## src/rtl/hbg_pkg.sv

```systemverilog
package hbg_pkg;
  typedef enum logic {
    SIDE_LO = 1'b0,
    SIDE_HI = 1'b1
  } side_e;
endpackage

```

## src/rtl/hbg_cmd_map.sv

```systemverilog
module hbg_cmd_map #(
  parameter int CMD_W     = 8,
  parameter int LEN_W     = 7,
  parameter int PER_MIN   = 8,
  parameter int PER_MAX   = 80,
  parameter int DEAD_ZONE = 16
) (
  input  logic [CMD_W-1:0] fb_cmd,
  output logic [LEN_W-1:0] fb_len
);
  localparam int SPAN = PER_MAX - PER_MIN;

  logic [CMD_W-1:0] excess;

  always_comb begin
    excess = fb_cmd - CMD_W'(DEAD_ZONE);
    if (32'(fb_cmd) < DEAD_ZONE)
      fb_len = LEN_W'(PER_MAX);
    else if (32'(excess) >= SPAN)
      fb_len = LEN_W'(PER_MIN);
    else
      fb_len = LEN_W'(PER_MAX - 32'(excess));
  end
endmodule

```

## src/rtl/hbg_ramp.sv

```systemverilog
module hbg_ramp #(
  parameter int LEN_W   = 7,
  parameter int PER_MIN = 8,
  parameter int PER_MAX = 80,
  parameter int STEP    = 8
) (
  input  logic             clk,
  input  logic             rst_n,
  input  logic             ss_req,
  input  logic             advance,
  output logic [LEN_W-1:0] ramp_len
);
  logic [LEN_W-1:0] ramp_q;
  logic [31:0]      grown;

  assign grown    = 32'(ramp_q) + STEP;
  assign ramp_len = ramp_q;

  always_ff @(posedge clk or negedge rst_n) begin
    if (!rst_n)
      ramp_q <= LEN_W'(PER_MAX);
    else if (ss_req)
      ramp_q <= LEN_W'(PER_MIN);
    else if (advance)
      ramp_q <= (grown >= PER_MAX) ? LEN_W'(PER_MAX) : LEN_W'(grown);
  end
endmodule

```

## src/rtl/hbg_core.sv

```systemverilog
module hbg_core
  import hbg_pkg::*;
#(
  parameter int LEN_W = 7,
  parameter int DT_W  = 7
) (
  input  logic             clk,
  input  logic             rst_n,
  input  logic             en,
  input  logic [LEN_W-1:0] len_in,
  input  logic [DT_W-1:0]  dead_in,
  output logic             gate_lo,
  output logic             gate_hi,
  output logic             running,
  output logic             load,
  output logic             boundary,
  output logic [LEN_W-1:0] len_cur
);
  logic             running_q;
  side_e            phase_q;
  logic [LEN_W-1:0] cnt_q, len_q, dt_q, dt_eff;
  logic             active;

  always_comb begin
    if (32'(dead_in) > 32'(len_in))
      dt_eff = len_in;
    else
      dt_eff = LEN_W'(dead_in);
  end

  assign boundary = running_q && (cnt_q == len_q - LEN_W'(1));
  assign load     = en && (!running_q || boundary);
  assign active   = running_q && (cnt_q < len_q - dt_q);
  assign gate_lo  = active && (phase_q == SIDE_LO);
  assign gate_hi  = active && (phase_q == SIDE_HI);
  assign running  = running_q;
  assign len_cur  = len_q;

  always_ff @(posedge clk or negedge rst_n) begin
    if (!rst_n) begin
      running_q <= 1'b0;
      phase_q   <= SIDE_LO;
      cnt_q     <= '0;
      len_q     <= '0;
      dt_q      <= '0;
    end else if (!en) begin
      running_q <= 1'b0;
      phase_q   <= SIDE_LO;
      cnt_q     <= '0;
    end else if (load) begin
      running_q <= 1'b1;
      cnt_q     <= '0;
      len_q     <= len_in;
      dt_q      <= dt_eff;
      if (!running_q)
        phase_q <= SIDE_LO;
      else
        phase_q <= (phase_q == SIDE_LO) ? SIDE_HI : SIDE_LO;
    end else begin
      cnt_q <= cnt_q + LEN_W'(1);
    end
  end
endmodule

```

## src/rtl/hb_gate_gen.sv

```systemverilog
module hb_gate_gen #(
  parameter int CMD_W     = 8,
  parameter int DT_W      = 7,
  parameter int PER_MIN   = 8,
  parameter int PER_MAX   = 80,
  parameter int DEAD_ZONE = 16,
  parameter int RAMP_STEP = 8
) (
  input  logic             clk,
  input  logic             rst_n,
  input  logic             en,
  input  logic             ss_req,
  input  logic [CMD_W-1:0] fb_cmd,
  input  logic [DT_W-1:0]  dead_cnt,
  output logic             gate_lo,
  output logic             gate_hi
);
  localparam int LEN_W = $clog2(PER_MAX + 1);

  logic [LEN_W-1:0] fb_len, ramp_len, eff_len, len_q;
  logic             running, load, boundary;

  assign eff_len = (ramp_len < fb_len) ? ramp_len : fb_len;

  hbg_cmd_map #(
    .CMD_W(CMD_W), .LEN_W(LEN_W), .PER_MIN(PER_MIN),
    .PER_MAX(PER_MAX), .DEAD_ZONE(DEAD_ZONE)
  ) u_map (
    .fb_cmd (fb_cmd),
    .fb_len (fb_len)
  );

  hbg_ramp #(
    .LEN_W(LEN_W), .PER_MIN(PER_MIN), .PER_MAX(PER_MAX), .STEP(RAMP_STEP)
  ) u_ramp (
    .clk      (clk),
    .rst_n    (rst_n),
    .ss_req   (ss_req),
    .advance  (load),
    .ramp_len (ramp_len)
  );

  hbg_core #(
    .LEN_W(LEN_W), .DT_W(DT_W)
  ) u_core (
    .clk      (clk),
    .rst_n    (rst_n),
    .en       (en),
    .len_in   (eff_len),
    .dead_in  (dead_cnt),
    .gate_lo  (gate_lo),
    .gate_hi  (gate_hi),
    .running  (running),
    .load     (load),
    .boundary (boundary),
    .len_cur  (len_q)
  );
endmodule

```

## config.mk

```make
export PLATFORM = sky130hd
export DESIGN_NAME = hb_gate_gen
export DESIGN_NICKNAME = d
export VERILOG_FILES = /design/src/rtl/hbg_pkg.sv /design/src/rtl/hbg_cmd_map.sv /design/src/rtl/hbg_ramp.sv /design/src/rtl/hbg_core.sv /design/src/rtl/hb_gate_gen.sv
export SDC_FILE = /design/constraint.sdc
export NUM_CORES = 1
export LEC_CHECK = 0
export BUFFER_PORTS_ARGS = -buffer_cell sky130_fd_sc_hd__buf_2
export CAP_MARGIN = 25
export CORE_ASPECT_RATIO = 0.9
export CORE_MARGIN = 2
export CORE_UTILIZATION = 45
export DETAILED_ROUTE_END_ITERATION = 12
export GPL_ROUTABILITY_DRIVEN = 0
export SETUP_SLACK_MARGIN = 0.1
export SYNTH_ARGS = -nofsm -noshare
export SYNTH_HDL_FRONTEND = slang
export SYNTH_SLANG_ARGS = --single-unit
export TNS_END_PERCENT = 100
```

## constraint.sdc

```tcl
create_clock -name clk -period 8.1 [get_ports clk]
set_input_delay 1.215 -clock clk [delete_from_list [all_inputs] [get_ports clk]]
set_output_delay 1.215 -clock clk [all_outputs]
set_load 0.02 [all_outputs]
```

==> results list, run 1 <==
- Run status: finished, final reports clean
* Async set-or-reset flop fraction in the synthesized netlist: 100%
* R2R Path Start: u_ramp.ramp_len[6]
- The repair_antennas step left the layout with diodes totalling 0.
- Part of the power in the clock network: 16.5%
* CTS sink count: 27
- EDFF count, synth: 0
- Averaged over all synthesized cells, the footprint is slightly below 9 um^2.
* Die boundary width: just over 80 um
* Share of cells above drive strength 1: between 10% and 20%
- Once detailed placement completed, the half-perimeter wirelength came to 4350 um.
- Clock latency on the worst-skew pair, taken at its later pin, is 280 ps.
* Cell Area, Synth: 0.00251 mm^2
- The first detailed-routing pass ran for 4 iterations.
- Routed Antenna Nets: 0
- Largest stage delay, worst path: slightly above 600 ps
- Max Clk Rate: 0.180 GHz
* Total power: 493 uW
* Full die area: 0.00619 mm^2
* Vias in the first global route: 1940
* Register bit count reported by yosys: 27
* Finished Core Util: 51.2%
- Of the synthesized area, sequential elements account for 27.0%.
* PortBufs: 20
* Final WL: 5450 um
- Measured against its own limit, the worst slew margin works out to 46.6%.
- Final max-slew violation count: 0
* Final Setup Violations: 0
* Net switching share of the total power: 39.8%
- Entering global routing, the biggest net connects 28 pins.
- Clock transition at path regs: 100 ps
- Overall via count from detail_route: 2074
- Adding up every negative setup slack in the final design gives 0 ps.
- Number of buffers on the longest clock path: 2
- Data arrival at the endpoint of the critical path: 5710 ps
* Number of max-cap violations: 0
- Unrepaired setup endpoints after global routing: false
* Clock root buffer: sky130_fd_sc_hd__clkbuf_8
- Prevailing post-synth register cell: sky130_fd_sc_hd__dfrtp_1
* Synthesized netlist net count: roughly 340
- The worst path meets setup with 2540 ps of slack.
* Leading cell types by total area after synthesis: sky130_fd_sc_hd__dfrtp_1, sky130_fd_sc_hd__ha_1, sky130_fd_sc_hd__xnor2_1, sky130_fd_sc_hd__inv_1, sky130_fd_sc_hd__a21oi_1
- In this run the vertical extent of the chip is 74.9 um.
* Mean number of vias per cell: 5.56
* Worst slack after detailed placement: 2250 ps
- Worst vdd ir: 0.0778 mV
- The floorplan step defined a core boundary enclosing roughly 0.0053 mm^2.
- For the pin with the worst max-slew slack, the measured transition is just under 800 ps.
- The first global-routing pass estimated 9140 um of wire.
* Overall routing resource usage: 19.3%
- In this run the worst path has a maximum fanout of 11.
- Worst EP required: 8250 ps
- The critical path is of the primary input to register type.
* Hold wc startpoint: u_core.phase_q
* Cells traversed along the worst timing path: buf_2 > inv_1 > ha_1 > or4b_2 > a21oi_1 > mux2i_1 > o211a_1 > ha_1 > a21oi_1 > o21ai_0 > a31oi_1 > nand2_1 > and2_1 > or2_2 > ha_1 > nand4_1 > a21oi_1 > o22a_1 > mux2i_1 > o21ai_0
- After synthesis, the largest area contributor takes up about a quarter of total cell area.
- Layout overhead on the synthesized area: 8.52%
* Total internal power: 297 uW
- STA classifies the critical path endpoint as a register.
* Worst min-delay path category: register to register
* Hold buffer count at CTS: 0
* Count of mapped cells out of synthesis: 286
- Highest-delay cell along the critical path: sky130_fd_sc_hd__or4b_2
- Number of levels the H-tree was split into: 1
- Leakage: 1.26 nW
* # IOs: 21
- Power per standard cell area: 181 mW/mm^2
- Hold is met by 494 ps.
- Final period utilization: about 70%
- The detailed router finished its first iteration with 62 violations.
- Min cycle time layout: 5560 ps
- Grt total ovfl: 0
- The initial antenna violation count was 0.
- The initialized floorplan defines 25 standard-cell rows.
* Count of synthesis-stage warnings from yosys: 0
- In this run the worst setup path begins at fb_cmd[4].
- Number of unique standard cell types used by synthesis: 58
- The final layout contains 358 nets.
- Of the total power, registers draw 34.2%.
- Dividing the detail-routed wire length by the instance count gives 14.6 um.
- The synthesized design spends more area on one cell type than any other, namely sky130_fd_sc_hd__dfrtp_1.
* Count of buffers added by post-CTS timing repair for setup: 0
- Once the clock tree was built, the resizer swapped 0 gates to a different size.
* Number of remaining DRC errors: 0
* Worst-case clock skew: 7.93 ps
- For this configuration, the core starts out at a cell density of 47.2%.
- Number of hold violations in the final report: 0
* Critical path launch point type: primary input
- In this run, CTS created clock tree buffers numbering 3.
- Combinational share of power: 49.3%
- Net switching power of the design: 196 uW
- TritonCTS built the clock tree.
[logic make-up (layout without fill, tap and decap cells)]
logic type / after synthesis / count (layout) / share of synthesized area, %
simple gates: 89 / 89 / 19.0
compound gates: 78 / 78 / 21.9
fa+ha+maj: 32 / 32 / 16.3
buf+inv: 29 / 49 / 4.64
flops: 27 / 27 / 27.0
xor+xnor: 25 / 25 / 8.72
mux: 6 / 6 / 2.44
[power groups by stage]
stage               Combinational, mW  Clock, mW  Sequential [mW]
floorplan                       0.193          0            0.166
global placement                0.243          0            0.170
detailed placement              0.243          0            0.171
CTS                             0.245     0.0830            0.168
global route                    0.281     0.0894            0.171
finish                          0.243     0.0814            0.168
[layout make-up]
cell class | count | area, um^2
tap | 67 | 83.8
inverter | 24 | 90.1
clock inverter | 1 | 7.51
sequential | 27 | 678
fill | 510 | 2590
timing repair buffer | 21 | 108
multi-input combinational | 230 | 1720
clock buffer | 3 | 41.3
[cell usage in the layout (no fill, tap or decap), types with 3 or more instances in the layout]
cell type / netlist / layout
sky130_fd_sc_hd__buf_2: 0 / 20
sky130_fd_sc_hd__and3_1: 3 / 3
sky130_fd_sc_hd__o31ai_1: 4 / 4
sky130_fd_sc_hd__a31oi_1: 5 / 5
sky130_fd_sc_hd__inv_1: 24 / 24
sky130_fd_sc_hd__clkbuf_8: 0 / 3
sky130_fd_sc_hd__and2_1: 4 / 4
sky130_fd_sc_hd__a21oi_1: 17 / 17
sky130_fd_sc_hd__nor3_1: 6 / 6
sky130_fd_sc_hd__nand2b_1: 3 / 3
sky130_fd_sc_hd__nand2_1: 16 / 16
sky130_fd_sc_hd__or4b_2: 3 / 3
sky130_fd_sc_hd__o21a_1: 3 / 3
sky130_fd_sc_hd__a21o_1: 5 / 5
sky130_fd_sc_hd__dfrtp_1: 25 / 25
sky130_fd_sc_hd__ha_1: 31 / 31
sky130_fd_sc_hd__xnor2_1: 17 / 17
sky130_fd_sc_hd__nor2_1: 21 / 21
sky130_fd_sc_hd__nand3_1: 15 / 15
sky130_fd_sc_hd__o21ai_0: 16 / 16
sky130_fd_sc_hd__a211oi_1: 4 / 4
sky130_fd_sc_hd__mux2i_1: 5 / 5
sky130_fd_sc_hd__xor2_1: 8 / 8
[worst paths after layout]
path / to / slack, ps / cells after the start
worst max-delay path: u_core.dt_q[1] / 2540 / 20
worst min-delay path: u_core.phase_q / 490 / 1
worst max register to register: u_core.dt_q[1] / 4550 / 13
worst min register to register: u_core.phase_q / 490 / 1
max in group asynchronous: u_core.len_cur[5] / 6780 / 1
min in group asynchronous: u_core.len_cur[1] / 920 / 1
[worst max-delay path, delay by kind of cell]
family	cells	cell delay [ps]
simple gates	5	1380
compound gates	8	1640
mux	2	290
fa+ha+maj	3	890
buf+inv	2	280
[state kept, by name, summed over array words and instances, names as in the netlist]
| register | cells |
|---|---|
| u_core.phase_q | 1 |
| u_core.running | 1 |
| u_core.len_cur | 7 |
| u_core.cnt_q | 7 |
| u_ramp.ramp_len | 4 |
| u_core.dt_q | 7 |
[cell usage after synthesis, drive strengths merged, types with 2 or more instances]
| cell type | instances |
|---|---|
| dfstp | 2 |
| and3 | 3 |
| nor3b | 2 |
| o21ai | 16 |
| nand4 | 2 |
| nor3 | 6 |
| xnor2 | 17 |
| a211o | 2 |
| a211oi | 4 |
| o21a | 3 |
| dfrtp | 25 |
| a21oi | 17 |
| o21bai | 2 |
| nand2b | 3 |
| a31oi | 5 |
| and2b | 2 |
| and2 | 4 |
| o31ai | 5 |
| xor2 | 8 |
| o2111ai | 2 |
| a31o | 2 |
| a21o | 5 |
| nor2 | 22 |
| clkbuf | 3 |
| o211a | 2 |
| o211ai | 2 |
| inv | 24 |
| nand3 | 15 |
| o22ai | 2 |
| ha | 31 |
| or2 | 2 |
| mux2i | 5 |
| or3 | 3 |
| buf | 2 |
| nand2 | 16 |
| or4b | 3 |
[layer usage]
layer,vias up,part of all wire (%),global-route usage (%)
met5,-,0,0
met3,5,2.9,4.44
met1,964,50,25.6
met4,0,1.0,4.92
li1,1083,-,-
met2,22,46,32.1
[stage by stage]
stage / cells / area [um^2]
after global routing: 373 / 2720
after global placement: 369 / 2680
final: 373 / 2720
after floorplan: 286 / 2510
after CTS: 373 / 2720
after detailed placement: 369 / 2680
Note: power is estimated with default switching activity, not from simulation.
==> run 2, diff against run 1 <==
--- a/config.mk
+++ b/config.mk
@@ -5,6 +5,7 @@
 export SDC_FILE = /design/constraint.sdc
 export NUM_CORES = 1
 export LEC_CHECK = 0
+export ABC_AREA = 1
 export BUFFER_PORTS_ARGS = -buffer_cell sky130_fd_sc_hd__buf_2
 export CAP_MARGIN = 25
 export CORE_ASPECT_RATIO = 0.9
==> constraint.sdc (replaced) <==
create_clock -name clk -period 5.22 [get_ports clk]
set_input_delay 0.783 -clock clk [delete_from_list [all_inputs] [get_ports clk]]
set_output_delay 0.783 -clock clk [all_outputs]
set_load 0.02 [all_outputs]
==> run 2 against run 1 <==
  * Clock skew shrank 2.1 ps
  * Worst hold slack lost 2.2 ps
  * Critical endpoint is now u_core.dt_q[4]
  * Highest routed layer unchanged
  * Register-to-register slack lost 2600 ps
  * Synthesized cell count grew 28%
  * Die area grew 1.2%
  * Non-clock buffer count shrank 1
  * Global-route usage shrank 0.73 points
  * Area after synthesis grew 1.2%
  * Setup slack lost 1800 ps
  * Via count grew 6.7%
  * Power grew 91%
==> results list, run 2 <==
* Final max-slew violation count: 0 (unchanged)
- Of the available clock period, the critical path in the final layout requires between 80 and 90%.
- The HPWL after detailed placement came to 4380 um (+0.65%).
- Floorplan Core Area: 0.00535 mm^2 (+0.59%)
* Classification of the worst setup path: primary input to register
- Synthesized netlist net count: 418 (+24%)
- Top fanout value on the critical path: 10 (-1)
- The first-pass GRT wire length was 9340 um (+2.3%).
* Most common cell after layout, fill and taps aside: sky130_fd_sc_hd__nand2_1
* Number of max-cap violations: 0 (unchanged)
- Effective utilization at floorplan: 47.5% (+0.31 points)
* Finished Core Util: 51.4% (+0.17 points)
- Initial DRC Count: 86 (+39%)
- Overall routing resource usage: 18.6% (-0.73 points)
- By count the netlist is led by sky130_fd_sc_hd__nand2_1, sky130_fd_sc_hd__inv_1, sky130_fd_sc_hd__nand3_1.
- The synthesized area is 0.00254 mm^2 (+1.2%).
- Clock buffer count from CTS: 3 (unchanged)
- Leakage: 1.52 nW (+21%)
- Worst skew pair latency: 280 ps (about the same)
* Worst reg2reg setup slack: 1940 ps (-2610 ps)
- The flow ran to the end, and the final reports show no timing, DRC or antenna violations.
- The worst-case clock skew came to 5.83 ps (-2.11 ps).
- The share of the synthesized area in the top cell type came to 24.6% (-0.31 points).
- Hold endpoint: u_core.dt_q[2]
- PortBufs: 20 (unchanged)
- The filler cell count in the final layout is 545 (+6.9%).
- Overall via count from detail_route: 2213 (+6.7%)
* Row count: 25 (unchanged)
* Multi-input gate area in the final layout: 0.00164 mm^2 (-4.3%)
* Clock transition at path regs: 100 ps (about the same)
* Number of unique standard cell types used by synthesis: 30 (-48%)
- The number of setup buffers added after CTS is 0 (unchanged).
- Derived from the worst setup path, the maximum achievable clock frequency is 0.224 GHz.
- STA classifies the critical path startpoint as a primary input.
- Leaving out fill and tap cells, the most frequent cells in the layout are sky130_fd_sc_hd__nand2_1, sky130_fd_sc_hd__inv_1, sky130_fd_sc_hd__nand3_1.
- Tightest Pin Transition: 631 ps (-160 ps)
- Hold buffer count at CTS: 0 (unchanged)
* Leading cell types by total area after synthesis: sky130_fd_sc_hd__dfrtp_1, sky130_fd_sc_hd__nand2_1, sky130_fd_sc_hd__ha_1, sky130_fd_sc_hd__inv_1, sky130_fd_sc_hd__nand3_1
- Worst EP required: 5410 ps (-2840 ps)
- The number of failing setup endpoints in the final timing report came to 0 (unchanged).
- Power per standard cell area: 342 mW/mm^2 (+89%)
- The share of async-settable or async-resettable flops after synthesis came to 100% (unchanged).
* Cell count of the worst hold path: 2 (+1)
- In the synthesized netlist the dominant register cell turns out to be sky130_fd_sc_hd__dfrtp_1.
- TritonCTS built the clock tree.
- The largest buffer count on any clock path was 2 (unchanged).
- EDFF count, synth: 0 (unchanged)
- Min cycle time layout: approximately 4500 ps
- Number of remaining DRC errors: 0 (unchanged)
- The die boundary height is 75.3 um (+0.59%).
- # IOs: 21 (unchanged)
- In this run the critical register-to-register path is launched from u_ramp.ramp_len[4].
* Routed len/inst: 11.9 um (-19%)
- The startpoint identified for the worst hold timing path is u_core.dt_q[2].
- The proportion of synthesized chip area in sequential cells was 26.7% (-0.33 points).
* Number of hold violations in the final report: 0 (unchanged)
* Unrepaired setup endpoints after global routing: false
- The register bit total from synthesis is 27 (unchanged).
* Cell with the most instances after synthesis: sky130_fd_sc_hd__nand2_1
* Worst vdd ir: 0.213 mV (+170%)
- STA classifies the critical path endpoint as a register.
- Full die area: 0.00626 mm^2 (+1.2%)
- The number of gates given a new drive strength after cts came to 0 (unchanged).
- Share of cells above drive strength 1: 11.6% (-3.8 points)
- Most area-hungry cell type in the Yosys netlist: sky130_fd_sc_hd__dfrtp_1
- Vias in the first global route: 2009 (+3.6%)
- CTS sink count: 27 (unchanged)
- Mean area per synthesized cell: 6.92 um^2 (-21%)
* Worst min-delay path category: register to register
- Worst relative slew slack: 57.9% (+11 points)
* Count of mapped cells out of synthesis: 367 (+28%)
* Count of synthesis-stage warnings from yosys: 0 (unchanged)
- The number of vias per cell after detailed routing is 4.86 (-13%).
- From synthesis to final layout, the design area changed by 8.17%.
* FF-to-FF path depth: 17 (+4)
- R2R Path End: u_core.dt_q[4]
* Final WL: 5400 um (-0.97%)
- The final total negative setup slack is 0 ps (unchanged).
- Grt total ovfl: 0 (unchanged)
* Clock root buffer: sky130_fd_sc_hd__clkbuf_8
- The count of inserted antenna diode cells is 0 (unchanged).
- The horizontal die dimension was 83.2 um (+0.59%).
- Data arrival at the endpoint of the critical path: 4660 ps (-1050 ps)
- The sequential cell area is 678 um^2 (unchanged).
- The total number of H-tree levels is 1 (unchanged).
- The initial antenna violation count came to 0 (unchanged).
* Routed Antenna Nets: 0 (unchanged)
* Largest net degree at the start of global routing: 28 (unchanged)
- The post-layout net count is 440 (+23%).
* Pre-Repair DR Iteration Count: 4 (unchanged)
run 2: cell count changes in the layout (fill, tap and decap cells not counted), sizes merged, moves of 5 or more:
cell   change
nor2      +12
nand3     +20
mux2i      -5
nand2    +101
a31oi      -5
inv       +28
xnor2      -9
run 2: final cells by class:
type,count,area share (%)
multi-input cells,285,59.7
well taps,67,3.05
flip-flops and latches,27,24.7
repair buffers,20,3.64
inverters,52,7.10
clock inverters,1,0.319
clock buffers,3,1.50
run 2: metrics by stage:
step                      instances  instance area [um^2]  setup slack [ps]  hold WS (ps)  power, mW
final                           455                  2750               746           492      0.940
after global routing            455                  2750               236           536       1.05
after CTS                       455                  2750               793           495      0.949
after detailed placement        451                  2700               512           471      0.814
after global placement          451                  2700               584           466      0.808
after floorplan                 367                  2540              1240           449      0.700
run 2: cell families after synthesis:
kind of cell	count (synthesis)	share of synthesized area [%]
AO/OA/AOI/OAI	35	8.57
AND/OR/NAND/NOR	200	33.8
buffers and inverters	55	8.71
adder cells (fa/ha/maj)	32	16.1
flip-flops	27	26.7
XOR/XNOR	18	6.20
run 2: worst max path at each step:
| stage | from | end | cells after the start | slack [ps] |
|---|---|---|---|---|
| finish | fb_cmd[4] | u_core.dt_q[4] | 26 | 750 |
| CTS | fb_cmd[4] | u_core.dt_q[3] | 26 | 790 |
| floorplan | fb_cmd[4] | u_core.dt_q[0] | 25 | 1240 |
| detailed placement | fb_cmd[4] | u_core.dt_q[5] | 26 | 510 |
| global placement | fb_cmd[4] | u_core.dt_q[3] | 26 | 580 |
| global route | fb_cmd[4] | u_core.dt_q[3] | 28 | 240 |
run 2: per-layer routing:
layer | vias up | track usage (%) | part of all wire, %
met5 | - | 0 | 0
met4 | 0 | 2.73 | 0.35
met3 | 2 | 3.47 | 3.7
met2 | 25 | 29.0 | 41
met1 | 965 | 27.7 | 55
li1 | 1221 | - | -
run 2: power breakdown:
part | switching [mW] | leakage (nW) | internal (mW)
registers | 0.0399 | 0.349 | 0.246
clock network | 0.0735 | 0.0261 | 0.0562
logic | 0.314 | 1.15 | 0.210
total | 0.428 | 1.52 | 0.512
run 2: critical path: stages:
cell and delay, ps:
sky130_fd_sc_hd__buf_2 110, sky130_fd_sc_hd__inv_1 150, sky130_fd_sc_hd__ha_1 210, sky130_fd_sc_hd__xor2_1 230, sky130_fd_sc_hd__nand2_1 100, sky130_fd_sc_hd__nand2_1 160, sky130_fd_sc_hd__inv_2 80, sky130_fd_sc_hd__a21oi_1 250
sky130_fd_sc_hd__inv_1 70, sky130_fd_sc_hd__ha_1 180, sky130_fd_sc_hd__a21oi_1 140, sky130_fd_sc_hd__nor2_1 60, sky130_fd_sc_hd__a211oi_2 390, sky130_fd_sc_hd__nand2_4 150, sky130_fd_sc_hd__nand2_1 130, sky130_fd_sc_hd__ha_1 270
sky130_fd_sc_hd__a21oi_1 140, sky130_fd_sc_hd__o21ai_0 100, sky130_fd_sc_hd__nand2_1 70, sky130_fd_sc_hd__o211ai_1 140, sky130_fd_sc_hd__nand2_1 170, sky130_fd_sc_hd__clkinv_1 250, sky130_fd_sc_hd__nor2_1 170, sky130_fd_sc_hd__nor2_1 60
sky130_fd_sc_hd__nand2_1 60, sky130_fd_sc_hd__nand2_1 40
